$ cat config.mk
export PLATFORM = sky130hd
export DESIGN_NAME = fan_ctrl_target
export DESIGN_NICKNAME = d
export VERILOG_FILES = /design/src/rtl/fanreg_pkg.sv /design/src/rtl/fan_i2c_ctrl.sv /design/src/rtl/fan_tach_meter.sv /design/src/rtl/fan_datapath.sv /design/src/rtl/fan_ctrl_target.sv
export SDC_FILE = /design/constraint.sdc
export NUM_CORES = 1
export LEC_CHECK = 0
export ABC_AREA = 1
export BUFFER_PORTS_ARGS = -buffer_cell sky130_fd_sc_hd__buf_2
export CAP_MARGIN = 10
export CORE_MARGIN = 10
export CORE_UTILIZATION = 61
export DETAILED_ROUTE_END_ITERATION = 8
export PLACE_DENSITY_LB_ADDON = 0.2
export SETUP_SLACK_MARGIN = 0.05
export SYNTH_ARGS = -nofsm -noshare
export SYNTH_HDL_FRONTEND = slang
export SYNTH_SLANG_ARGS = --single-unit
$ cat constraint.sdc
create_clock -name clk -period 2.15 [get_ports clk]
set_input_delay 0.215 -clock clk [delete_from_list [all_inputs] [get_ports clk]]
set_output_delay 0.215 -clock clk [all_outputs]
set_load 0.01 [all_outputs]
$ cat src/rtl/fanreg_pkg.sv
package fanreg_pkg;

  localparam int NUM_FANS = 3;
  localparam int NUM_MODS = 5;
  localparam int NUM_REGS = 4;
  localparam int PWM_STEPS = 100;

  localparam logic [7:0] DUTY_FULL  = 8'd100;
  localparam logic [7:0] DUTY_RESET = 8'd30;
  localparam logic [7:0] CTRL_RESET = 8'hFF;
  localparam logic [7:0] TACH_SAT   = 8'hFF;

  // strobes from the bus controller to the register datapath
  typedef struct packed {
    logic       wrStb;
    logic [1:0] regSel;
    logic [7:0] wrByte;
  } regCmd_t;

  typedef enum logic [3:0] {
    ST_IDLE,
    ST_ADDR,
    ST_ADDR_ACK,
    ST_REG,
    ST_REG_ACK,
    ST_WR,
    ST_WR_ACK,
    ST_RD,
    ST_RD_ACK
  } busState_e;

endpackage

$ cat src/rtl/fan_i2c_ctrl.sv
module fan_i2c_ctrl
  import fanreg_pkg::*;
#(
  parameter logic [6:0] TARGET_ADDR = 7'h74
) (
  input  logic       clk,
  input  logic       rstN,
  input  logic       sclIn,
  input  logic       sdaIn,
  input  logic [7:0] rdByte,
  output regCmd_t    cmd,
  output logic       sdaDriveLow
);

  localparam logic [7:0] REG_LIMIT = 8'(NUM_REGS);
  localparam logic [3:0] BYTE_BITS = 4'd8;

  logic [1:0] sclSync, sdaSync;
  logic       sclPrev, sdaPrev;
  logic       sclNow, sdaNow;
  logic       sclRise, sclFall, startSeen, stopSeen;

  busState_e  state;
  logic [3:0] bitCnt;
  logic [7:0] rxShift, txShift;
  logic       isRead, masterAck;
  logic [1:0] regPtr;
  logic       wrStb;
  logic [7:0] wrByte;
  logic       sdaLow;

  always_ff @(posedge clk or negedge rstN) begin
    if (!rstN) begin
      sclSync <= 2'b11;
      sdaSync <= 2'b11;
      sclPrev <= 1'b1;
      sdaPrev <= 1'b1;
    end else begin
      sclSync <= {sclSync[0], sclIn};
      sdaSync <= {sdaSync[0], sdaIn};
      sclPrev <= sclSync[1];
      sdaPrev <= sdaSync[1];
    end
  end

  assign sclNow    = sclSync[1];
  assign sdaNow    = sdaSync[1];
  assign sclRise   = sclNow & ~sclPrev;
  assign sclFall   = ~sclNow & sclPrev;
  assign startSeen = sclNow & sclPrev & sdaPrev & ~sdaNow;
  assign stopSeen  = sclNow & sclPrev & ~sdaPrev & sdaNow;

  always_ff @(posedge clk or negedge rstN) begin
    if (!rstN) begin
      state     <= ST_IDLE;
      bitCnt    <= '0;
      rxShift   <= '0;
      txShift   <= '0;
      isRead    <= 1'b0;
      masterAck <= 1'b0;
      regPtr    <= '0;
      wrStb     <= 1'b0;
      wrByte    <= '0;
      sdaLow    <= 1'b0;
    end else begin
      wrStb <= 1'b0;
      if (startSeen) begin
        state  <= ST_ADDR;
        bitCnt <= '0;
        sdaLow <= 1'b0;
      end else if (stopSeen) begin
        state  <= ST_IDLE;
        sdaLow <= 1'b0;
      end else begin
        if (sclRise) begin
          rxShift <= {rxShift[6:0], sdaNow};
          if (bitCnt != BYTE_BITS) bitCnt <= bitCnt + 4'd1;
          if (state == ST_RD_ACK) masterAck <= ~sdaNow;
        end
        if (sclFall) begin
          unique case (state)
            ST_ADDR: if (bitCnt == BYTE_BITS) begin
              bitCnt <= '0;
              if (rxShift[7:1] == TARGET_ADDR) begin
                sdaLow <= 1'b1;
                isRead <= rxShift[0];
                state  <= ST_ADDR_ACK;
              end else begin
                state <= ST_IDLE;
              end
            end
            ST_ADDR_ACK: begin
              bitCnt <= '0;
              if (isRead) begin
                txShift <= rdByte;
                sdaLow  <= ~rdByte[7];
                state   <= ST_RD;
              end else begin
                sdaLow <= 1'b0;
                state  <= ST_REG;
              end
            end
            ST_REG: if (bitCnt == BYTE_BITS) begin
              bitCnt <= '0;
              if (rxShift < REG_LIMIT) begin
                regPtr <= rxShift[1:0];
                sdaLow <= 1'b1;
                state  <= ST_REG_ACK;
              end else begin
                state <= ST_IDLE;
              end
            end
            ST_REG_ACK, ST_WR_ACK: begin
              sdaLow <= 1'b0;
              bitCnt <= '0;
              state  <= ST_WR;
            end
            ST_WR: if (bitCnt == BYTE_BITS) begin
              bitCnt <= '0;
              wrStb  <= 1'b1;
              wrByte <= rxShift;
              sdaLow <= 1'b1;
              state  <= ST_WR_ACK;
            end
            ST_RD: begin
              if (bitCnt == BYTE_BITS) begin
                sdaLow <= 1'b0;
                state  <= ST_RD_ACK;
              end else begin
                txShift <= {txShift[6:0], 1'b0};
                sdaLow  <= ~txShift[6];
              end
            end
            ST_RD_ACK: begin
              bitCnt <= '0;
              if (masterAck) begin
                txShift <= rdByte;
                sdaLow  <= ~rdByte[7];
                state   <= ST_RD;
              end else begin
                state <= ST_IDLE;
              end
            end
            default: ;
          endcase
        end
      end
    end
  end

  assign cmd         = '{wrStb: wrStb, regSel: regPtr, wrByte: wrByte};
  assign sdaDriveLow = sdaLow;

endmodule

$ cat src/rtl/fan_tach_meter.sv
module fan_tach_meter
  import fanreg_pkg::*;
(
  input  logic       clk,
  input  logic       rstN,
  input  logic       tachIn,
  input  logic       windowEnd,
  output logic [7:0] rps
);

  logic [1:0] tachSync;
  logic       tachPrev;
  logic       tachEdge;
  logic [7:0] edgeCnt;
  logic [7:0] edgeNext;

  always_ff @(posedge clk or negedge rstN) begin
    if (!rstN) begin
      tachSync <= '0;
      tachPrev <= 1'b0;
    end else begin
      tachSync <= {tachSync[0], tachIn};
      tachPrev <= tachSync[1];
    end
  end

  assign tachEdge = tachSync[1] & ~tachPrev;
  assign edgeNext = (tachEdge && edgeCnt != TACH_SAT) ? edgeCnt + 8'd1 : edgeCnt;

  always_ff @(posedge clk or negedge rstN) begin
    if (!rstN) begin
      edgeCnt <= '0;
      rps     <= '0;
    end else if (windowEnd) begin
      rps     <= edgeNext;
      edgeCnt <= '0;
    end else begin
      edgeCnt <= edgeNext;
    end
  end

endmodule

$ cat src/rtl/fan_datapath.sv
module fan_datapath
  import fanreg_pkg::*;
#(
  parameter int PWM_PRESCALE = 250,
  parameter int TACH_WINDOW  = 25_000_000
) (
  input  logic                clk,
  input  logic                rstN,
  input  regCmd_t             cmd,
  input  logic [NUM_FANS-1:0] tachIn,
  input  logic [NUM_MODS-1:0] modPresent,
  output logic [7:0]          rdByte,
  output logic [NUM_FANS-1:0] pwmOut,
  output logic [NUM_FANS-1:0] mainFanEn,
  output logic [NUM_MODS-1:0] modFanEn
);

  localparam int PRE_W  = (PWM_PRESCALE > 1) ? $clog2(PWM_PRESCALE) : 1;
  localparam int WIN_W  = (TACH_WINDOW > 1) ? $clog2(TACH_WINDOW) : 1;
  localparam int STEP_W = $clog2(PWM_STEPS);
  localparam logic [PRE_W-1:0]  PRE_LAST  = PRE_W'(PWM_PRESCALE - 1);
  localparam logic [WIN_W-1:0]  WIN_LAST  = WIN_W'(TACH_WINDOW - 1);
  localparam logic [STEP_W-1:0] STEP_LAST = STEP_W'(PWM_STEPS - 1);

  logic [7:0]                ctrlReg;
  logic [PRE_W-1:0]          preCnt;
  logic [STEP_W-1:0]         stepCnt;
  logic [WIN_W-1:0]          winCnt;
  logic                      windowEnd;
  logic [NUM_FANS-1:0][7:0]  rpsVec;
  logic [1:0]                rpsIdx;

  always_ff @(posedge clk or negedge rstN) begin
    if (!rstN) ctrlReg <= CTRL_RESET;
    else if (cmd.wrStb && cmd.regSel == 2'd0) ctrlReg <= cmd.wrByte;
  end

  // shared PWM timebase
  always_ff @(posedge clk or negedge rstN) begin
    if (!rstN) begin
      preCnt  <= '0;
      stepCnt <= '0;
    end else if (preCnt == PRE_LAST) begin
      preCnt  <= '0;
      stepCnt <= (stepCnt == STEP_LAST) ? '0 : stepCnt + STEP_W'(1);
    end else begin
      preCnt <= preCnt + PRE_W'(1);
    end
  end

  // shared measurement window
  always_ff @(posedge clk or negedge rstN) begin
    if (!rstN) winCnt <= '0;
    else winCnt <= windowEnd ? '0 : winCnt + WIN_W'(1);
  end
  assign windowEnd = (winCnt == WIN_LAST);

  for (genvar f = 0; f < NUM_FANS; f++) begin : gen_fan
    logic [7:0] dutyVal;

    always_ff @(posedge clk or negedge rstN) begin
      if (!rstN) dutyVal <= DUTY_RESET;
      else if (cmd.wrStb && cmd.regSel == 2'(f + 1))
        dutyVal <= (cmd.wrByte > DUTY_FULL) ? DUTY_FULL : cmd.wrByte;
    end

    always_ff @(posedge clk or negedge rstN) begin
      if (!rstN) pwmOut[f] <= 1'b0;
      else pwmOut[f] <= (8'(stepCnt) < dutyVal);
    end

    fan_tach_meter u_meter (
      .clk      (clk),
      .rstN     (rstN),
      .tachIn   (tachIn[f]),
      .windowEnd(windowEnd),
      .rps      (rpsVec[f])
    );
  end

  always_ff @(posedge clk or negedge rstN) begin
    if (!rstN) begin
      mainFanEn <= '0;
      modFanEn  <= '0;
    end else begin
      mainFanEn <= ctrlReg[NUM_FANS-1:0];
      modFanEn  <= ctrlReg[NUM_FANS +: NUM_MODS] & modPresent;
    end
  end

  assign rpsIdx = cmd.regSel - 2'd1;

  always_comb begin
    rdByte = ctrlReg;
    if (cmd.regSel != 2'd0) rdByte = rpsVec[rpsIdx];
  end

endmodule

$ cat src/rtl/fan_ctrl_target.sv
module fan_ctrl_target
  import fanreg_pkg::*;
#(
  parameter logic [6:0] TARGET_ADDR  = 7'h74,
  parameter int         PWM_PRESCALE = 250,
  parameter int         TACH_WINDOW  = 25_000_000
) (
  input  logic                clk,
  input  logic                rstN,
  input  logic                sclIn,
  input  logic                sdaIn,
  output logic                sdaDriveLow,
  input  logic [NUM_FANS-1:0] tachIn,
  input  logic [NUM_MODS-1:0] modPresent,
  output logic [NUM_FANS-1:0] pwmOut,
  output logic [NUM_FANS-1:0] mainFanEn,
  output logic [NUM_MODS-1:0] modFanEn
);

  regCmd_t    cmd;
  logic [7:0] rdByte;

  fan_i2c_ctrl #(.TARGET_ADDR(TARGET_ADDR)) u_ctrl (
    .clk        (clk),
    .rstN       (rstN),
    .sclIn      (sclIn),
    .sdaIn      (sdaIn),
    .rdByte     (rdByte),
    .cmd        (cmd),
    .sdaDriveLow(sdaDriveLow)
  );

  fan_datapath #(
    .PWM_PRESCALE(PWM_PRESCALE),
    .TACH_WINDOW (TACH_WINDOW)
  ) u_datapath (
    .clk       (clk),
    .rstN      (rstN),
    .cmd       (cmd),
    .tachIn    (tachIn),
    .modPresent(modPresent),
    .rdByte    (rdByte),
    .pwmOut    (pwmOut),
    .mainFanEn (mainFanEn),
    .modFanEn  (modFanEn)
  );

endmodule

==> flow_summary.json, run 1 <==
{
  "status": "finished clean",
  "placed_area_um2": 9548,
  "syn_area_um2": 9188,
  "synthDistinctLibCells": 42,
  "cp_max_fo": 7,
  "synth-async-reset-ratio": 1.000,
  "drive_gt1_frac": 0.1022,
  "initial_utilization": 0.6274,
  "rr_startpoint": "u_datapath.gen_fan[2].u_meter.edgeCnt[0]",
  "irDropWorstVdd_v": 0.0006484,
  "drcViolationCount": 0,
  "finalSetupViolCount": 0,
  "area_growth_pct": 11.45,
  "max_freq_ghz": 0.5150,
  "stdcell_count": 1388,
  "cts_tree": "done",
  "synth-seq-cells": 183,
  "synth_edf_count": 0,
  "timing.critical_path.mode_cell": "nand2_1",
  "switchingPower_mw": 2.209,
  "synth_area_per_cell_um2": 8.010,
  "cts_made_buffers": 17,
  "period_needed_ns": 1.942,
  "hp-class": "input port to flop",
  "portBuffers": 23,
  "final_area_um2": 10240,
  "cp_top_family": "simple AND/OR/NAND/NOR gates",
  "drtPass1Iterations": 5,
  "clock_skew_ns": 0.009077,
  "clk_latency_ns": 0.43,
  "dp.final_hpwl_um": 13660,
  "cp.required_ns": 2.47,
  "period_share": 0.9032,
  "synth_warnings": 0,
  "p_per_area_nw_per_um2": 778.5,
  "synth_cells": 1147,
  "clk_path_buf_depth": 2,
  "p_leak_nw": 5.163,
  "mostFrequentLayoutCell": "nand2_1",
  "gp_congestion": 0.9049,
  "drv_slew": 0,
  "nFillCells": 1119,
  "drtIter0Drc": 546,
  "grt_pass1_wl_um": 33220,
  "ios": 24,
  "cap_violations": 0,
  "path_buf_inv": 1,
  "dieArea_um2": 20370,
  "final_nets": 1234,
  "rows": 44,
  "internal_power_mw": 5.762,
  "final_core_util": 0.6992,
  "crit_path_start": "u_datapath.gen_fan[2].u_meter.edgeCnt[0]",
  "hold_viol": 0,
  "wl_per_cell_um": 14.30,
  "grt_pass1_vias": 6884,
  "die_w_um": 142.7,
  "mostFrequentLayoutCells": "331 x nand2_1, 157 x dfrtp_1, 152 x inv_1",
  "seqPwrFrac": 0.496,
  "slew_headroom": 0.6879,
  "grt_overflow": 0,
  "diodes": 0,
  "yosys_most_used_dff": "dfrtp_1",
  "switching_share": 0.2771,
  "die_y_um": 142.7,
  "hp-start": "modPresent[3]",
  "p_clk_frac": 0.379,
  "root_buffer": "clkbuf_16",
  "seq_area_frac_synth": 0.5020,
  "routed-via-count": 7386,
  "syn-num-nets": 1190,
  "use_met3": 0.04842,
  "arrival_ns": 2.27,
  "grt-busiest-layer": "met2",
  "clkTransAtPathRegs_ns": 0.07,
  "grt_use_total": 0.2005,
  "end_kind": "flop",
  "r2r_slack_ns": 0.21,
  "routed_via_density": 5.321,
  "cts_sinks": 183,
  "worstSetupPathType": "flop to flop",
  "groute.layer.met1.usage": 0.2716,
  "place_inst": 1345,
  "use_met2": 0.3177,
  "ant_nets": 0,
  "cp_slowest_cell": "dfrtp_1",
  "max_stage_delay_ns": 0.43,
  "h-tree-depth": 4,
  "total_power_mw": 7.971,
  "antenna_found_initial": 0,
  "grt_max_degree": 55,
  "cp-start-kind": "flop",
  "crit_chain": "ha_1 > nand2_1 > nor2_2 > nand2_1 > nor2_2 > nand2_2 > nand2_4 > inv_1 > nand2_1 > nand2_1 > nand2_1 > nand2_1",
  "coreArea_um2": 14640,
  "rsz0062_at_grt": "false",
  "fin_setup_tns_ns": 0,
  "pwr-share-comb": 0.125,
  "routed_wl_um": 19840,
  "worst_slew_pin_slew_ns": 0.4681
}
-- worst register-to-register path: cells and delay by family (launching register included) --
kind	cells	cell delay (ns)
adder cells (fa/ha/maj)	1	0.23
flip-flops	1	0.43
buffers and inverters	1	0.13
AND/OR/NAND/NOR	10	1.06
-- state kept, by name (all words and copies together) (netlist names), 6 cells and up --
name / count
u_ctrl.wrByte: 8
u_datapath.preCnt: 8
u_datapath.gen_fan.u_meter.edgeCnt: 24
u_datapath.gen_fan.dutyVal: 24
u_ctrl.txShift: 7
u_datapath.gen_fan.u_meter.rps: 24
u_datapath.ctrlReg: 8
u_datapath.stepCnt: 7
u_ctrl.rxShift: 8
u_datapath.gen_fan.u_meter.tachSync: 6
u_datapath.winCnt: 25
-- kinds of logic (layout without fill, tap and decap cells) --
kind of cell	count (synthesis)	count (layout)	share of synthesized area
xor+xnor	30	30	0.02860
fa+ha+maj	31	31	0.04222
flops	183	183	0.5020
mux	2	2	0.002451
compound gates	143	143	0.08348
simple gates	581	581	0.2642
buf+inv	177	234	0.07708
-- power groups by stage --
stage	logic, mW	clock network [mW]	registers, mW
6_report	0.996	3.02	3.95
5_1_grt	1.16	3.22	3.98
4_1_cts	0.983	3.07	3.94
3_5_place_dp	0.956	0	4.00
3_3_place_gp	0.924	0	3.99
2_1_floorplan	0.712	0	3.94
-- stage by stage --
step	hold slack [ns]	setup WS, ns
detailed placement	0.2069	0.2713
finish	0.04561	0.2081
global placement	0.2066	0.3172
CTS	0.03598	0.2081
global route	0.04036	0.08701
floorplan	-0.08059	0.2860
-- timing repair --
| item | 4_1_cts | 5_1_grt |
|---|---|---|
| hold buffers | 10 | 0 |
| buffers inserted | 0 | 1 |
| resized for setup | 0 | 4 |
| setup endpoints to repair | 0 | 6 |
| hold endpoints to repair | 51 | 0 |
-- routing by layer --
layer | routed length, µm | up-vias
met4 | 278 | 0
met3 | 1014 | 22
met2 | 9158 | 193
met1 | 9393 | 3461
met5 | 0 | -
li1 | - | 3710
-- final cells by class --
cell class                 count  area (µm²)  share of cell area
tap                          184       230.2             0.02248
clock inverter                 9       93.84            0.009164
clock buffer                  23       478.0             0.04668
timing repair buffer          46       359.1             0.03507
sequential                   183        4612              0.4504
multi-input combinational    787        3880              0.3789
inverter                     156       586.8             0.05731
-- cells in the mapped netlist, types with 6 or more instances --
master,instances,area (µm²)
dfrtp_1,157,3929
nor2_1,120,450.4
nor2_2,6,37.54
o21ai_0,87,435.4
nand2_1,332,1246
nand3_1,65,325.3
buf_2,9,45.04
xor2_1,25,219.0
nand4_1,13,81.33
o211ai_1,7,52.55
dfstp_2,26,683.2
clkbuf_1,6,22.52
nor3_1,22,110.1
inv_1,152,570.6
a21oi_1,34,170.2
ha_1,31,387.9
-- worst paths after layout --
check,end,depth (start not counted)
max in group asynchronous,u_datapath.gen_fan[0].dutyVal[3],3
max,u_datapath.gen_fan[2].u_meter.rps[0],12
max reg2reg,u_datapath.gen_fan[2].u_meter.rps[0],12
min,u_datapath.modFanEn[3],3
min in group asynchronous,u_datapath.gen_fan[0].u_meter.edgeCnt[2],2
min reg2reg,u_ctrl.sclSync[1],0
No activity file was read; power rests on OpenSTA's default activity.
==> run 2, diff against run 1 <==
- CORE_MARGIN: 10 -> 2
==> flow_summary.json, run 2 (synthesized netlist as in run 1, its figures left out) <==
{
  "status": "finished clean",
  "irDropWorstVdd_v": 0.0006328,
  "rsz0062_at_grt": "false",
  "cts_setup_buffers": 0,
  "cts_made_buffers": 17,
  "cp_max_fo": 9,
  "r2r_slack_ns": 0.34,
  "cp_top_family": "simple AND/OR/NAND/NOR gates",
  "cts_tree": "done",
  "cp-start-kind": "flop",
  "antenna_found_initial": 0,
  "max_freq_ghz": 0.5522,
  "grt_pass1_vias": 6878,
  "top_register": "u_datapath.winCnt",
  "timing.critical_path.mode_cell": "nand2_1",
  "nFillCells": 1135,
  "cap_violations": 0,
  "rows": 44,
  "slew_headroom": 0.6527,
  "r2r_cells": 9,
  "grt_max_degree": 64,
  "period_share": 0.8423,
  "coreArea_um2": 14640,
  "rr_startpoint": "u_ctrl.bitCnt[0]",
  "clk_path_buf_depth": 2,
  "fin_setup_tns_ns": 0,
  "timing.rr.end": "u_ctrl.txShift[4]",
  "mostFrequentLayoutCells": "332 x nand2_1, 157 x dfrtp_1, 152 x inv_1",
  "cp_slowest_cell": "dfrtp_1",
  "crit_path_start": "u_ctrl.bitCnt[0]",
  "critPathCapture": "u_ctrl.txShift[4]",
  "largest_reg_flops": 25,
  "finalSetupViolCount": 0,
  "grt-busiest-layer": "met2",
  "hold_viol": 0,
  "ios": 24,
  "groute.layer.met1.usage": 0.3613,
  "mostFrequentLayoutCell": "nand2_1",
  "diodes": 0,
  "worstSetupPathType": "flop to flop",
  "period_needed_ns": 1.811,
  "ant_nets": 0,
  "drv_slew": 0,
  "routed_wl_um": 18180,
  "grt_overflow": 0,
  "routed-via-count": 7289,
  "grt_use_total": 0.2461,
  "multi_input_area_um2": 3867,
  "dieArea_um2": 16060,
  "clock_skew_ns": 0.009333,
  "use_met2": 0.3742,
  "grt_pass1_wl_um": 31950,
  "dp.final_hpwl_um": 12900,
  "clk_latency_ns": 0.44,
  "path_depth": 9,
  "drtIter0Drc": 506,
  "wl_per_cell_um": 13.12,
  "fin_ws_ns": 0.3391,
  "final_nets": 1232,
  "portBuffers": 23,
  "drcViolationCount": 0,
  "end_kind": "flop",
  "cts_sinks": 183,
  "hp-class": "input port to flop",
  "area_growth_pct": 11.81,
  "drtPass1Iterations": 5,
  "die_y_um": 126.7,
  "arrival_ns": 2.14,
  "root_buffer": "clkbuf_16",
  "drive_gt1_frac": 0.1007,
  "cp.required_ns": 2.48,
  "worst_slew_pin_slew_ns": 0.5209,
  "initial_utilization": 0.6274,
  "place_ws_ns": 0.3407,
  "die_w_um": 126.7,
  "h-tree-depth": 4,
  "crit_chain": "inv_1 > ha_1 > nand3_1 > nor2_2 > nor3_2 > nand2_2 > clkinv_2 > nand2_1 > nand2_1",
  "seq_area_um2": 4612,
  "p_per_area_nw_per_um2": 796.9,
  "gp_congestion": 0.9816,
  "routed_via_density": 5.259,
  "max_stage_delay_ns": 0.39,
  "clkTransAtPathRegs_ns": 0.06,
  "path_buf_inv": 2,
  "p_leak_nw": 5.197,
  "use_met3": 0.04724
}
## run 2: cell count changes in the layout (fill, tap and decap cells not counted), sizes merged
cell         previous run  this run
clkinvlp                5         2
bufinv                  1         3
clkinv                  3         5
buf                    35        34
clkbuf                 24        23
dlygate4sd3            10         9
## run 2: worst reg2reg max path: cells and delay by family (launching register included)
kind,cells,cell delay (ns)
flip-flops,1,0.39
buffers and inverters,2,0.25
adder cells (fa/ha/maj),1,0.16
AND/OR/NAND/NOR,6,0.92
## run 2: through the flow
stage	instance area, µm²	power, mW	instances	utilization	hold WS [ns]
CTS	10270	8.239	1386	0.7015	0.03230
floorplan	9188	4.654	1147	-	-0.08059
global route	10270	8.592	1386	0.7015	0.04733
detailed placement	9548	4.940	1345	0.6520	0.2428
global placement	9548	4.905	1345	0.6520	0.2409
finish	10270	8.186	1386	0.7015	0.02874
## run 2: how the worst min path moves through the flow
stage / startpoint / to / slack [ns] / depth (start not counted)
3_3_place_gp: rstN / u_datapath.gen_fan[0].u_meter.tachPrev / 0.24 / 1
6_report: modPresent[3] / u_datapath.modFanEn[3] / 0.03 / 3
3_5_place_dp: rstN / u_datapath.gen_fan[0].u_meter.tachPrev / 0.24 / 1
2_1_floorplan: rstN / u_ctrl.bitCnt[0] / -0.08 / 0
5_1_grt: modPresent[4] / u_datapath.modFanEn[4] / 0.05 / 3
4_1_cts: modPresent[3] / u_datapath.modFanEn[3] / 0.03 / 3
## run 2: final cells by class
type                       instances  share of cell area
multi-input combinational        787              0.3765
clock inverter                    10             0.01364
inverter                         156             0.05713
sequential                       183              0.4490
timing repair buffer              44             0.03325
clock buffer                      22             0.04811
tap                              184             0.02241
## run 2: report_power, final
part	leakage, nW	internal (mW)	switching (mW)
clock	0.307	1.99	1.30
sequential	2.33	3.70	0.246
combinational	2.56	0.355	0.598
## run 2: metal layers
metal  share of wire  wire, µm  up-vias
met3           0.039       707       24
met2            0.44      8007      140
met4           0.016       285        0
li1                -         -     3709
met5               0         0        -
met1            0.50      9181     3416
## run 2: what timing repair did
item / CTS / global route
endpoints found under the hold margin: 59 / 0
resized for setup: 0 / 0
hold buffers: 9 / 0
